===== config.mk =====
export PLATFORM = sky130hd
export DESIGN_NAME = lmr_router
export DESIGN_NICKNAME = d
export VERILOG_FILES = /design/src/rtl/lmr_pkg.sv /design/src/rtl/lmr_addr_dec.sv /design/src/rtl/lmr_rr_arb.sv /design/src/rtl/lmr_rsp_pipe.sv /design/src/rtl/lmr_router.sv
export SDC_FILE = /design/constraint.sdc
export NUM_CORES = 1
export LEC_CHECK = 0
export BUFFER_PORTS_ARGS = -buffer_cell sky130_fd_sc_hd__buf_4
export CAP_MARGIN = 0
export CORE_AREA = 2 2 164 166
export DETAILED_ROUTE_END_ITERATION = 8
export DIE_AREA = 0 0 166 168
export SYNTH_ARGS = -nofsm -noshare
export SYNTH_HDL_FRONTEND = slang
export SYNTH_SLANG_ARGS = --single-unit
export TNS_END_PERCENT = 20

===== constraint.sdc =====
create_clock -name clk -period 15.5 [get_ports clk]
set_input_delay 0.775 -clock clk [delete_from_list [all_inputs] [get_ports clk]]
set_output_delay 0.775 -clock clk [all_outputs]
set_load 0.05 [all_outputs]

===== src/rtl/lmr_pkg.sv =====
package lmr_pkg;
  // width of an index able to name n items (at least one bit)
  function automatic int idx_w(input int n);
    return (n < 2) ? 1 : $clog2(n);
  endfunction
endpackage


===== src/rtl/lmr_addr_dec.sv =====
module lmr_addr_dec #(
  parameter int ADDR_W   = 12,
  parameter int LOCAL_AW = 8,
  parameter int NODE_ID  = 3,
  localparam int NODE_W  = ADDR_W - LOCAL_AW
) (
  input  logic [NODE_W-1:0] node,
  output logic              is_local
);
  if (LOCAL_AW == 0) begin : g_no_mem
    assign is_local = 1'b0;
  end else begin : g_cmp
    assign is_local = (node == NODE_W'(NODE_ID));
  end
endmodule


===== src/rtl/lmr_rr_arb.sv =====
module lmr_rr_arb
  import lmr_pkg::*;
#(
  parameter int N   = 4,
  localparam int IW = idx_w(N)
) (
  input  logic          clk,
  input  logic          rst_n,
  input  logic [N-1:0]  req,
  input  logic          take,
  output logic [N-1:0]  gnt,
  output logic [IW-1:0] gnt_idx
);
  logic [IW-1:0] last_q;
  logic          found;
  logic [IW-1:0] cand;

  // search starts one past the last winner
  always_comb begin
    gnt     = '0;
    gnt_idx = '0;
    found   = 1'b0;
    cand    = '0;
    for (int k = 1; k <= N; k++) begin
      cand = IW'((int'(last_q) + k) % N);
      if (!found && req[cand]) begin
        found        = 1'b1;
        gnt[cand]    = 1'b1;
        gnt_idx      = cand;
      end
    end
  end

  always_ff @(posedge clk) begin
    if (!rst_n)             last_q <= IW'(N - 1);
    else if (take && found) last_q <= gnt_idx;
  end
endmodule


===== src/rtl/lmr_rsp_pipe.sv =====
module lmr_rsp_pipe #(
  parameter int LAT = 2,
  parameter int IDW = 2
) (
  input  logic           clk,
  input  logic           rst_n,
  input  logic           in_v,
  input  logic           in_net,
  input  logic [IDW-1:0] in_id,
  output logic           out_v,
  output logic           out_net,
  output logic [IDW-1:0] out_id
);
  logic [LAT-1:0] v_q, net_q;
  logic [IDW-1:0] id_q [LAT];

  always_ff @(posedge clk) begin
    if (!rst_n) begin
      v_q   <= '0;
      net_q <= '0;
      for (int s = 0; s < LAT; s++) id_q[s] <= '0;
    end else begin
      v_q[0]   <= in_v;
      net_q[0] <= in_net;
      id_q[0]  <= in_id;
      for (int s = 1; s < LAT; s++) begin
        v_q[s]   <= v_q[s-1];
        net_q[s] <= net_q[s-1];
        id_q[s]  <= id_q[s-1];
      end
    end
  end

  assign out_v   = v_q[LAT-1];
  assign out_net = net_q[LAT-1];
  assign out_id  = id_q[LAT-1];
endmodule


===== src/rtl/lmr_router.sv =====
module lmr_router
  import lmr_pkg::*;
#(
  parameter int N_CLI    = 4,
  parameter int ADDR_W   = 12,
  parameter int LOCAL_AW = 8,
  parameter int NODE_ID  = 3,
  parameter int DATA_W   = 32,
  parameter int RD_LAT   = 2,
  localparam int CID_W   = idx_w(N_CLI),
  localparam int LID_W   = idx_w(N_CLI + 1),
  localparam int MA_W    = (LOCAL_AW > 0) ? LOCAL_AW : 1,
  localparam int NODE_W  = ADDR_W - LOCAL_AW
) (
  input  logic                     clk,
  input  logic                     rst_n,
  input  logic [N_CLI-1:0]         c_valid,
  output logic [N_CLI-1:0]         c_ready,
  input  logic [N_CLI-1:0]         c_we,
  input  logic [N_CLI*ADDR_W-1:0]  c_addr,
  input  logic [N_CLI*DATA_W-1:0]  c_wdata,
  input  logic                     nin_valid,
  output logic                     nin_ready,
  input  logic                     nin_we,
  input  logic [MA_W-1:0]          nin_addr,
  input  logic [DATA_W-1:0]        nin_wdata,
  output logic                     out_valid,
  input  logic                     out_ready,
  output logic                     out_we,
  output logic [ADDR_W-1:0]        out_addr,
  output logic [DATA_W-1:0]        out_wdata,
  output logic [CID_W-1:0]         out_src,
  output logic                     mem_en,
  output logic                     mem_we,
  output logic [MA_W-1:0]          mem_addr,
  output logic [DATA_W-1:0]        mem_wdata,
  input  logic [DATA_W-1:0]        mem_rdata,
  output logic                     rsp_valid,
  output logic [CID_W-1:0]         rsp_id,
  output logic [DATA_W-1:0]        rsp_data,
  output logic                     nrsp_valid,
  output logic [DATA_W-1:0]        nrsp_data
);
  localparam int  N_LOC   = N_CLI + 1;
  localparam bit  HAS_MEM = (LOCAL_AW > 0);

  logic [N_CLI-1:0] is_loc, rem_req, rem_gnt;
  logic [N_LOC-1:0] loc_req, loc_gnt;
  logic [LID_W-1:0] loc_idx;
  logic [CID_W-1:0] rem_idx;
  logic             p_v, p_net;
  logic [CID_W-1:0] p_id;

  // node-field decode per cache
  for (genvar i = 0; i < N_CLI; i++) begin : g_dec
    lmr_addr_dec #(.ADDR_W(ADDR_W), .LOCAL_AW(LOCAL_AW), .NODE_ID(NODE_ID)) u_dec (
      .node     (c_addr[i*ADDR_W+LOCAL_AW +: NODE_W]),
      .is_local (is_loc[i])
    );
  end

  assign loc_req = {nin_valid & HAS_MEM, c_valid & is_loc};
  assign rem_req = c_valid & ~is_loc;

  // memory side: network client sits at index N_CLI
  lmr_rr_arb #(.N(N_LOC)) u_loc_arb (
    .clk, .rst_n, .req(loc_req), .take(1'b1), .gnt(loc_gnt), .gnt_idx(loc_idx)
  );

  lmr_rr_arb #(.N(N_CLI)) u_rem_arb (
    .clk, .rst_n, .req(rem_req), .take(out_ready), .gnt(rem_gnt), .gnt_idx(rem_idx)
  );

  assign c_ready   = loc_gnt[N_CLI-1:0] | (rem_gnt & {N_CLI{out_ready}});
  assign nin_ready = loc_gnt[N_CLI];
  assign mem_en    = |loc_req;

  if (HAS_MEM) begin : g_mem_mux
    always_comb begin
      mem_we    = nin_we;
      mem_wdata = nin_wdata;
      mem_addr  = nin_addr;
      for (int i = 0; i < N_CLI; i++) begin
        if (loc_gnt[i]) begin
          mem_we    = c_we[i];
          mem_wdata = c_wdata[i*DATA_W +: DATA_W];
          mem_addr  = c_addr[i*ADDR_W +: MA_W];
        end
      end
    end
  end else begin : g_no_mem
    assign mem_we    = 1'b0;
    assign mem_wdata = '0;
    assign mem_addr  = '0;
  end

  always_comb begin
    out_we    = 1'b0;
    out_addr  = '0;
    out_wdata = '0;
    for (int i = 0; i < N_CLI; i++) begin
      if (rem_gnt[i]) begin
        out_we    = c_we[i];
        out_addr  = c_addr[i*ADDR_W +: ADDR_W];
        out_wdata = c_wdata[i*DATA_W +: DATA_W];
      end
    end
  end

  assign out_valid = |rem_req;
  assign out_src   = rem_idx;

  // read tags travel alongside the memory latency
  lmr_rsp_pipe #(.LAT(RD_LAT), .IDW(CID_W)) u_pipe (
    .clk, .rst_n,
    .in_v    (mem_en & ~mem_we),
    .in_net  (loc_gnt[N_CLI]),
    .in_id   (CID_W'(loc_idx)),
    .out_v   (p_v),
    .out_net (p_net),
    .out_id  (p_id)
  );

  assign rsp_valid  = p_v & ~p_net;
  assign nrsp_valid = p_v & p_net;
  assign rsp_id     = p_id;
  assign rsp_data   = mem_rdata;
  assign nrsp_data  = mem_rdata;
endmodule


==> results of run 1 <==
## worst min-delay path by stage
stage                      startpoint           endpoint  slack [ns]  cells after the start
finish              u_pipe.id_q[0][1]  u_pipe.id_q[0][3]        0.43                      1
global route        u_pipe.id_q[0][1]  u_pipe.id_q[0][3]        0.46                      1
CTS                 u_pipe.id_q[0][1]  u_pipe.id_q[0][3]        0.43                      1
detailed placement  u_pipe.id_q[0][0]  u_pipe.id_q[0][2]        0.41                      1
global placement        u_pipe.v_q[0]      u_pipe.v_q[1]        0.42                      1
floorplan           u_pipe.id_q[0][0]  u_pipe.id_q[0][2]        0.41                      1
## final cells by class
type / instances / share of cell area
Clock buffer: 3 / 0.00864
Clock inverter: 1 / 0.000576
Inverter: 25 / 0.0111
Multi-Input combinational cell: 698 / 0.610
Sequential cell: 13 / 0.0299
Tap cell: 341 / 0.0491
Timing Repair Buffer: 337 / 0.291
## cells by family after synthesis
kind of cell	synth area share
XOR/XNOR	0.0166
adder cells (fa/ha/maj)	0.0579
AND/OR/NAND/NOR	0.191
buffers and inverters	0.151
multiplexers	0.169
flip-flops	0.0401
AO/OA/AOI/OAI	0.374
## synth_stat cells (20+ instances only)
master	instances
sky130_fd_sc_hd__nor2_1	81
sky130_fd_sc_hd__buf_4	76
sky130_fd_sc_hd__a21oi_1	72
sky130_fd_sc_hd__a22oi_1	51
sky130_fd_sc_hd__mux2i_1	49
sky130_fd_sc_hd__mux2_2	47
sky130_fd_sc_hd__o21ai_1	43
sky130_fd_sc_hd__a222oi_1	40
sky130_fd_sc_hd__clkbuf_1	35
sky130_fd_sc_hd__ha_1	30
sky130_fd_sc_hd__nand2_1	27
sky130_fd_sc_hd__nand3_1	20
## flip-flops by register name, summed over array words and instances, names as in the netlist
register / cells
u_pipe.v_q: 2
u_rem_arb.last_q: 2
u_loc_arb.last_q: 3
u_pipe.net_q: 2
u_pipe.id_q: 4
## per-layer routing
layer,track usage,vias up,share of wire
li1,-,3723,-
met1,0.254,3878,0.38
met2,0.349,500,0.47
met3,0.0731,75,0.13
met4,0.0605,2,0.029
met5,0,-,0.00025
## power breakdown
group | total, mW | switching [mW] | internal, mW | leakage (nW)
clock network | 0.0537 | 0.0191 | 0.0346 | 0.0409
registers | 0.0453 | 0.00486 | 0.0404 | 0.106
logic | 1.54 | 1.04 | 0.501 | 3.79
total | 1.64 | 1.06 | 0.576 | 3.94
==> metrics.txt, run 1 <==
# TYPE chip_impl_metric gauge
chip_impl_metric{name="finalSetupTns",unit="ns"} 0
chip_impl_metric{name="timing.fmax",unit="MHz"} 128
chip_impl_metric{name="drc",unit=""} 0
chip_impl_info{name="timing.hold.worst.class",value="flop to flop"} 1
chip_impl_metric{name="timing.final.hold_violations",unit=""} 0
chip_impl_metric{name="postSynthCellCount",unit=""} 872
chip_impl_metric{name="post-place-cells",unit=""} 1414
chip_impl_metric{name="first_global_vias",unit=""} 7748
chip_impl_metric{name="worstPathBufferInverterCount",unit=""} 4
chip_impl_info{name="critical-path-top-delay-family",value="simple AND/OR/NAND/NOR gates"} 1
chip_impl_metric{name="dieWidth",unit="microns"} 166
chip_impl_metric{name="timing.final.crit_share",unit=""} 0.504
chip_impl_metric{name="preCtsSetupSlack",unit="ns"} 8.09
chip_impl_metric{name="ctsResizeCount",unit=""} 0
chip_impl_metric{name="synth_warnings",unit=""} 0
chip_impl_metric{name="viasPerCell",unit=""} 5.77
chip_impl_metric{name="finish.instance_area",unit="sq mm"} 0.00869
chip_impl_metric{name="starting_density_of_the_core",unit=""} 0.246
chip_impl_info{name="grt_setup_unrepaired",value="no"} 1
chip_impl_metric{name="netlist-cell-type-count",unit=""} 91
chip_impl_metric{name="crit_cells",unit=""} 18
chip_impl_metric{name="drtAntennaViolNets",unit=""} 0
chip_impl_metric{name="postCtsSetupBuffers",unit=""} 0
chip_impl_info{name="layout.cells.most_common_list",value="337 x sky130_fd_sc_hd__buf_4, 80 x sky130_fd_sc_hd__nor2_1, 72 x sky130_fd_sc_hd__a21oi_1"} 1
chip_impl_info{name="dominantRegCellSynth",value="sky130_fd_sc_hd__dfxtp_1"} 1
chip_impl_metric{name="worst_r2r_path_depth",unit=""} 16
chip_impl_metric{name="finalMaxSlewViolations",unit=""} 0
chip_impl_metric{name="route.final.wire_length",unit="mm"} 32.0
chip_impl_info{name="critical_path_s_most_frequent_cell",value="sky130_fd_sc_hd__ha_1"} 1
chip_impl_info{name="crit_chain",value="inv_1 -> ha_1 -> clkinv_1 -> ha_1 -> inv_1 -> ha_1 -> nor2b_1 -> o311ai_0 -> a32oi_1 -> a21oi_1 -> o311a_1 -> and3_1 -> nand2_2 -> nor3_2 -> nor4_2 -> nand2b_2 -> o21ai_1 -> buf_4"} 1
chip_impl_metric{name="clkTransAtPathRegs",unit="ns"} 0.05
chip_impl_metric{name="worst_hold_slack",unit="ns"} 0.431
chip_impl_metric{name="vdd_ir_drop_max",unit="uV"} 97.6
chip_impl_metric{name="cap_violations",unit=""} 0
chip_impl_metric{name="die-height",unit="microns"} 168
chip_impl_metric{name="track_usage",unit=""} 0.209
chip_impl_metric{name="critical_path_required",unit="ns"} 14.73
chip_impl_metric{name="grt-ovfl-total",unit=""} 0
chip_impl_metric{name="ys_ff_latch",unit=""} 13
chip_impl_metric{name="clock_sink_count",unit=""} 13
chip_impl_metric{name="antenna_violations_before_repair",unit=""} 1
chip_impl_metric{name="postSynthNetCount",unit=""} 1163
chip_impl_info{name="r2r_start",value="u_loc_arb.last_q[1]"} 1
chip_impl_metric{name="wire_per_inst",unit="microns"} 22.5
chip_impl_info{name="slowest_stage",value="sky130_fd_sc_hd__nand2b_2"} 1
chip_impl_metric{name="report.final.setup_viol",unit=""} 0
chip_impl_metric{name="io_buffer_count",unit=""} 327
chip_impl_info{name="cts_tree",value="done"} 1
chip_impl_metric{name="cts-root-to-sink-buffers",unit=""} 2
chip_impl_metric{name="critPathMaxFanout",unit=""} 40
chip_impl_metric{name="period_needed",unit="ns"} 7.81
chip_impl_metric{name="cts_inserted_buffers",unit=""} 3
chip_impl_metric{name="sequential_cell_area",unit="sq um"} 260
chip_impl_metric{name="gp_congestion",unit=""} 0.940
chip_impl_metric{name="instances_no_fill",unit=""} 1418
chip_impl_info{name="category_of_the_worst_setup_path_launch_point",value="flop"} 1
chip_impl_info{name="synth.largest_area_cell",value="sky130_fd_sc_hd__buf_4"} 1
chip_impl_metric{name="finalPower",unit="mW"} 1.64
chip_impl_metric{name="clk_latency",unit="ns"} 0.26
chip_impl_metric{name="grt_first_pass_wirelength",unit="mm"} 45.8
chip_impl_metric{name="num_vias",unit=""} 8178
chip_impl_metric{name="post_synth_instance_area",unit="sq mm"} 0.00648
chip_impl_metric{name="power.density",unit="mW/mm^2"} 188
chip_impl_metric{name="multi_input_comb_area",unit="sq mm"} 0.00530
chip_impl_metric{name="leakage_power",unit="nW"} 3.94
chip_impl_info{name="setup.worst_path.end",value="mem_addr[5]"} 1
chip_impl_metric{name="fillerInstances",unit=""} 2838
chip_impl_metric{name="arrival",unit="ns"} 7.04
chip_impl_metric{name="tightest_slew",unit="ns"} 1.20
chip_impl_metric{name="fin_ws",unit="ns"} 7.69
chip_impl_info{name="critPathLaunch",value="u_loc_arb.last_q[1]"} 1
chip_impl_metric{name="finish.utilization",unit=""} 0.330
chip_impl_metric{name="drive_gt1_frac",unit=""} 0.408
chip_impl_metric{name="io_pins",unit=""} 424
chip_impl_metric{name="cts-htree-levels",unit=""} 1
chip_impl_metric{name="detailed_place_hpwl",unit="mm"} 24.7
chip_impl_metric{name="timing.slew.headroom",unit=""} 0.203
chip_impl_metric{name="num-nets-final",unit=""} 1369
chip_impl_metric{name="core.rowCount",unit=""} 60
chip_impl_metric{name="pin_count_of_the_biggest_net_entering_global_routing",unit=""} 59
chip_impl_metric{name="worst_path_largest_cell_delay",unit="ns"} 0.83
chip_impl_metric{name="areaGrowthSynthToFinish",unit="%"} 34.0
chip_impl_metric{name="detail_route.first_pass.iterations",unit=""} 7
chip_impl_metric{name="insertedDiodeCount",unit=""} 0
chip_impl_metric{name="core_area",unit="sq mm"} 0.0264
chip_impl_info{name="mostFrequentLayoutCell",value="sky130_fd_sc_hd__buf_4"} 1
chip_impl_metric{name="clock_skew",unit="ns"} 0.00672
chip_impl_metric{name="cts_hold_repair.buffers",unit=""} 0
chip_impl_info{name="status",value="complete, no violations"} 1
chip_impl_info{name="worstSetupPathType",value="flop to primary output"} 1
chip_impl_metric{name="setup.reg_to_reg.worst_slack",unit="ns"} 9.07
chip_impl_metric{name="synth-edff-count",unit=""} 0
chip_impl_info{name="clock-root-buffer",value="sky130_fd_sc_hd__clkbuf_16"} 1
chip_impl_metric{name="synthesis.area_per_instance",unit="sq um"} 7.44
chip_impl_metric{name="synth_seq_area_share",unit=""} 0.0401
chip_impl_info{name="r2r-end",value="u_pipe.v_q[0]"} 1
chip_impl_metric{name="synth.top_cell.area_share",unit=""} 0.0880
chip_impl_info{name="crit_path_end_kind",value="primary output"} 1
chip_impl_info{name="cells_taking_the_most_area_after_synthesis",value="sky130_fd_sc_hd__buf_4 8.8%, sky130_fd_sc_hd__mux2_2 8.2%, sky130_fd_sc_hd__mux2i_1 7.6%, sky130_fd_sc_hd__a222oi_1 6.2%, sky130_fd_sc_hd__a22oi_1 5.9%"} 1
chip_impl_metric{name="fp.dieArea",unit="sq mm"} 0.0279
chip_impl_metric{name="drt_first_iter_violations",unit=""} 841
chip_impl_metric{name="placedInstanceArea",unit="sq mm"} 0.00861
chip_impl_metric{name="synthArstFlopShare",unit=""} 0
Power figures use the tool's default switching activity.
==> inputs of run 2 (changes only) <==
CORE_AREA = 2 2 165 167   (was 2 2 164 166)
DIE_AREA = 0 0 167 169   (was 0 0 166 168)
clock period = 6.85 ns   (was 15.5 ns; I/O delays follow)
==> run 2 against run 1 <==
Register-to-register slack worse by 7.9 ns. Combinational power up 130%. Hold slack worse by 0.091 ns. Cell area up 1.4%. Critical path depth up 4. Sequential share of layout area about the same. Wire length up 4.7%. Non-clock buffer count up 11. Critical endpoint is now mem_wdata[18]. Largest power group unchanged. Highest routed layer unchanged.
==> metrics.txt, run 2 (synthesis gave the netlist of run 1 again) <==
# TYPE chip_impl_metric gauge
chip_impl_info{name="cts_tree",value="done"} 1
chip_impl_metric{name="power.density",unit="mW/mm^2"} 429
chip_impl_metric{name="wire_per_inst",unit="microns"} 23.4
chip_impl_metric{name="placedInstanceArea",unit="sq mm"} 0.00873
chip_impl_metric{name="drc",unit=""} 0
chip_impl_metric{name="instances_no_fill",unit=""} 1429
chip_impl_metric{name="post-place-cells",unit=""} 1425
chip_impl_metric{name="critical_path_required",unit="ns"} 6.51
chip_impl_metric{name="insertedDiodeCount",unit=""} 0
chip_impl_metric{name="finish.instance_area",unit="sq mm"} 0.00881
chip_impl_metric{name="timing.fmax",unit="MHz"} 155
chip_impl_info{name="r2r_start",value="u_loc_arb.last_q[0]"} 1
chip_impl_info{name="largestRegisters",value="u_pipe.id_q (4), u_loc_arb.last_q (3)"} 1
chip_impl_metric{name="preCtsSetupSlack",unit="ns"} 0.675
chip_impl_metric{name="grt_first_pass_wirelength",unit="mm"} 48.3
chip_impl_metric{name="fin_ws",unit="ns"} 0.378
chip_impl_metric{name="cap_violations",unit=""} 0
chip_impl_metric{name="period_needed",unit="ns"} 6.47
chip_impl_metric{name="crit_cells",unit=""} 22
chip_impl_info{name="slowest_stage",value="sky130_fd_sc_hd__dfxtp_1"} 1
chip_impl_metric{name="fp.dieArea",unit="sq mm"} 0.0282
chip_impl_metric{name="track_usage",unit=""} 0.217
chip_impl_metric{name="dieWidth",unit="microns"} 167
chip_impl_metric{name="route.final.wire_length",unit="mm"} 33.5
chip_impl_info{name="category_of_the_worst_setup_path_launch_point",value="flop"} 1
chip_impl_info{name="status",value="complete, no violations"} 1
chip_impl_metric{name="worst_path_largest_cell_delay",unit="ns"} 0.61
chip_impl_metric{name="io_buffer_count",unit=""} 327
chip_impl_metric{name="cts_inserted_buffers",unit=""} 3
chip_impl_metric{name="timing.final.hold_violations",unit=""} 0
chip_impl_metric{name="clock_skew",unit="ns"} 0.00976
chip_impl_metric{name="clk_latency",unit="ns"} 0.27
chip_impl_metric{name="arrival",unit="ns"} 6.13
chip_impl_metric{name="largest_reg_flops",unit=""} 4
chip_impl_metric{name="core_area",unit="sq mm"} 0.0265
chip_impl_metric{name="timing.slew.headroom",unit=""} 0.189
chip_impl_info{name="clock-root-buffer",value="sky130_fd_sc_hd__clkbuf_16"} 1
chip_impl_metric{name="cts-htree-levels",unit=""} 1
chip_impl_metric{name="first_global_vias",unit=""} 7889
chip_impl_metric{name="fillerInstances",unit=""} 2845
chip_impl_metric{name="die-height",unit="microns"} 169
chip_impl_metric{name="num-nets-final",unit=""} 1380
chip_impl_metric{name="areaGrowthSynthToFinish",unit="%"} 36.0
chip_impl_metric{name="postCtsSetupBuffers",unit=""} 0
chip_impl_metric{name="pin_count_of_the_biggest_net_entering_global_routing",unit=""} 64
chip_impl_info{name="hold_path_end",value="u_rem_arb.last_q[0]"} 1
chip_impl_metric{name="vdd_ir_drop_max",unit="uV"} 273
chip_impl_info{name="r2r-end",value="u_pipe.v_q[0]"} 1
chip_impl_metric{name="detailed_place_hpwl",unit="mm"} 26.9
chip_impl_metric{name="critPathMaxFanout",unit=""} 37
chip_impl_metric{name="num_vias",unit=""} 8194
chip_impl_metric{name="viasPerCell",unit=""} 5.73
chip_impl_metric{name="drtAntennaViolNets",unit=""} 0
chip_impl_info{name="critical-path-top-delay-family",value="compound AO/OA/AOI/OAI gates"} 1
chip_impl_info{name="grt_setup_unrepaired",value="no"} 1
chip_impl_metric{name="worstPathBufferInverterCount",unit=""} 4
chip_impl_info{name="layout.cells.most_common_list",value="345 x sky130_fd_sc_hd__buf_4, 80 x sky130_fd_sc_hd__nor2_1, 72 x sky130_fd_sc_hd__a21oi_1"} 1
chip_impl_info{name="top_register",value="u_pipe.id_q"} 1
chip_impl_metric{name="worst_hold_slack",unit="ns"} 0.340
chip_impl_info{name="hp-start",value="rst_n"} 1
chip_impl_metric{name="tightest_slew",unit="ns"} 1.22
chip_impl_metric{name="core.rowCount",unit=""} 60
chip_impl_info{name="critical_path_s_most_frequent_cell",value="sky130_fd_sc_hd__ha_1"} 1
chip_impl_info{name="crit_chain",value="ha_1 -> xnor2_4 -> inv_2 -> ha_1 -> nor4b_1 -> nor3_1 -> xnor2_1 -> inv_1 -> ha_1 -> nand2b_1 -> a21oi_1 -> a2bb2oi_4 -> xnor2_1 -> mux2_1 -> nor3_2 -> o21bai_2 -> nor3_2 -> a221o_2 -> buf_12 -> a222oi_1 -> o21ai_1 -> buf_4"} 1
chip_impl_metric{name="antenna_violations_before_repair",unit=""} 2
chip_impl_metric{name="finalMaxSlewViolations",unit=""} 0
chip_impl_metric{name="drt_first_iter_violations",unit=""} 974
chip_impl_metric{name="clock_sink_count",unit=""} 13
chip_impl_info{name="worstSetupPathType",value="flop to primary output"} 1
chip_impl_metric{name="finalSetupTns",unit="ns"} 0
chip_impl_metric{name="starting_density_of_the_core",unit=""} 0.245
chip_impl_metric{name="gp_congestion",unit=""} 0.960
chip_impl_metric{name="leakage_power",unit="nW"} 4.01
chip_impl_metric{name="worst_r2r_path_depth",unit=""} 20
chip_impl_metric{name="detail_route.first_pass.iterations",unit=""} 7
chip_impl_metric{name="drive_gt1_frac",unit=""} 0.414
chip_impl_metric{name="io_pins",unit=""} 424
chip_impl_info{name="mostFrequentLayoutCell",value="sky130_fd_sc_hd__buf_4"} 1
chip_impl_metric{name="worstHoldPathCells",unit=""} 2
chip_impl_metric{name="cts-root-to-sink-buffers",unit=""} 2
chip_impl_info{name="crit_path_end_kind",value="primary output"} 1
chip_impl_metric{name="report.final.setup_viol",unit=""} 0
chip_impl_metric{name="clkTransAtPathRegs",unit="ns"} 0.06
chip_impl_metric{name="setup.reg_to_reg.worst_slack",unit="ns"} 1.16
chip_impl_metric{name="timing.final.crit_share",unit=""} 0.945
chip_impl_info{name="timing.hold.worst.class",value="input pin to flop"} 1
chip_impl_metric{name="grt-ovfl-total",unit=""} 0
[run 2: changes by cell type in the layout (fill, tap and decap cells not counted)]
cell and delta:
sky130_fd_sc_hd__buf_12 +3, sky130_fd_sc_hd__buf_4 +8, sky130_fd_sc_hd__nand2b_2 -1, sky130_fd_sc_hd__nand2b_4 +1
[run 2: final cells by class]
| class | instances | area (sq um) | area share |
|---|---|---|---|
| clock buffers | 3 | 75.1 | 0.00852 |
| clock inverters | 1 | 5.00 | 0.000568 |
| multi-input cells | 698 | 5300 | 0.601 |
| flip-flops and latches | 13 | 260 | 0.0295 |
| well taps | 341 | 427 | 0.0484 |
| inverters | 25 | 96.3 | 0.0109 |
| repair buffers | 348 | 2650 | 0.301 |
[run 2: repair_timing]
| action | CTS | global route |
|---|---|---|
| resized for setup | 0 | 1 |
| hold buffers | 0 | 0 |
| setup endpoints to repair | 0 | 2 |
[run 2: per-layer routing]
metal,wire length [microns],share of wire,GRT usage,vias to the layer above
li1,-,-,-,3749
met1,12800,0.38,0.269,3847
met2,15400,0.46,0.355,522
met3,4420,0.13,0.0853,72
met4,790,0.024,0.0525,4
met5,23,0.00069,0,-
[run 2: worst reg2reg max path, stage by stage, from the launching register on]
cell and delay (ns):
sky130_fd_sc_hd__dfxtp_1 0.61, sky130_fd_sc_hd__ha_1 0.35, sky130_fd_sc_hd__xnor2_4 0.19, sky130_fd_sc_hd__inv_2 0.14
sky130_fd_sc_hd__ha_1 0.24, sky130_fd_sc_hd__nor4b_1 0.48, sky130_fd_sc_hd__nor3_1 0.13, sky130_fd_sc_hd__xnor2_1 0.31
sky130_fd_sc_hd__inv_1 0.12, sky130_fd_sc_hd__ha_1 0.20, sky130_fd_sc_hd__nand2b_1 0.19, sky130_fd_sc_hd__a21oi_1 0.26
sky130_fd_sc_hd__a2bb2oi_4 0.25, sky130_fd_sc_hd__mux2_2 0.37, sky130_fd_sc_hd__a211oi_2 0.33, sky130_fd_sc_hd__nand2_1 0.11
sky130_fd_sc_hd__o31ai_2 0.28, sky130_fd_sc_hd__a21oi_4 0.26, sky130_fd_sc_hd__mux2_1 0.39, sky130_fd_sc_hd__o211ai_1 0.21
sky130_fd_sc_hd__and4_1 0.21
[run 2: worst max path at each step]
stage,slack [ns],start,end
6_report,0.38,u_loc_arb.last_q[0],mem_wdata[18]
5_1_grt,0.02,u_loc_arb.last_q[0],mem_addr[2]
4_1_cts,0.36,u_loc_arb.last_q[0],mem_wdata[18]
3_5_place_dp,0.67,u_loc_arb.last_q[0],mem_wdata[18]
3_3_place_gp,0.88,u_loc_arb.last_q[0],mem_wdata[18]
2_1_floorplan,1.34,u_loc_arb.last_q[0],mem_addr[7]
[run 2: where the power goes]
part           switching (mW)  internal [mW]  leakage [nW]
Clock                  0.0454         0.0785        0.0409
Combinational            2.36           1.18          3.86
Sequential             0.0274         0.0916         0.106
[run 2: stage by stage]
step	utilization	total power [mW]
after global placement	0.329	3.61
final	0.333	3.78
after floorplan	-	2.70
after detailed placement	0.329	3.61
after global routing	0.333	3.98
after CTS	0.332	3.75
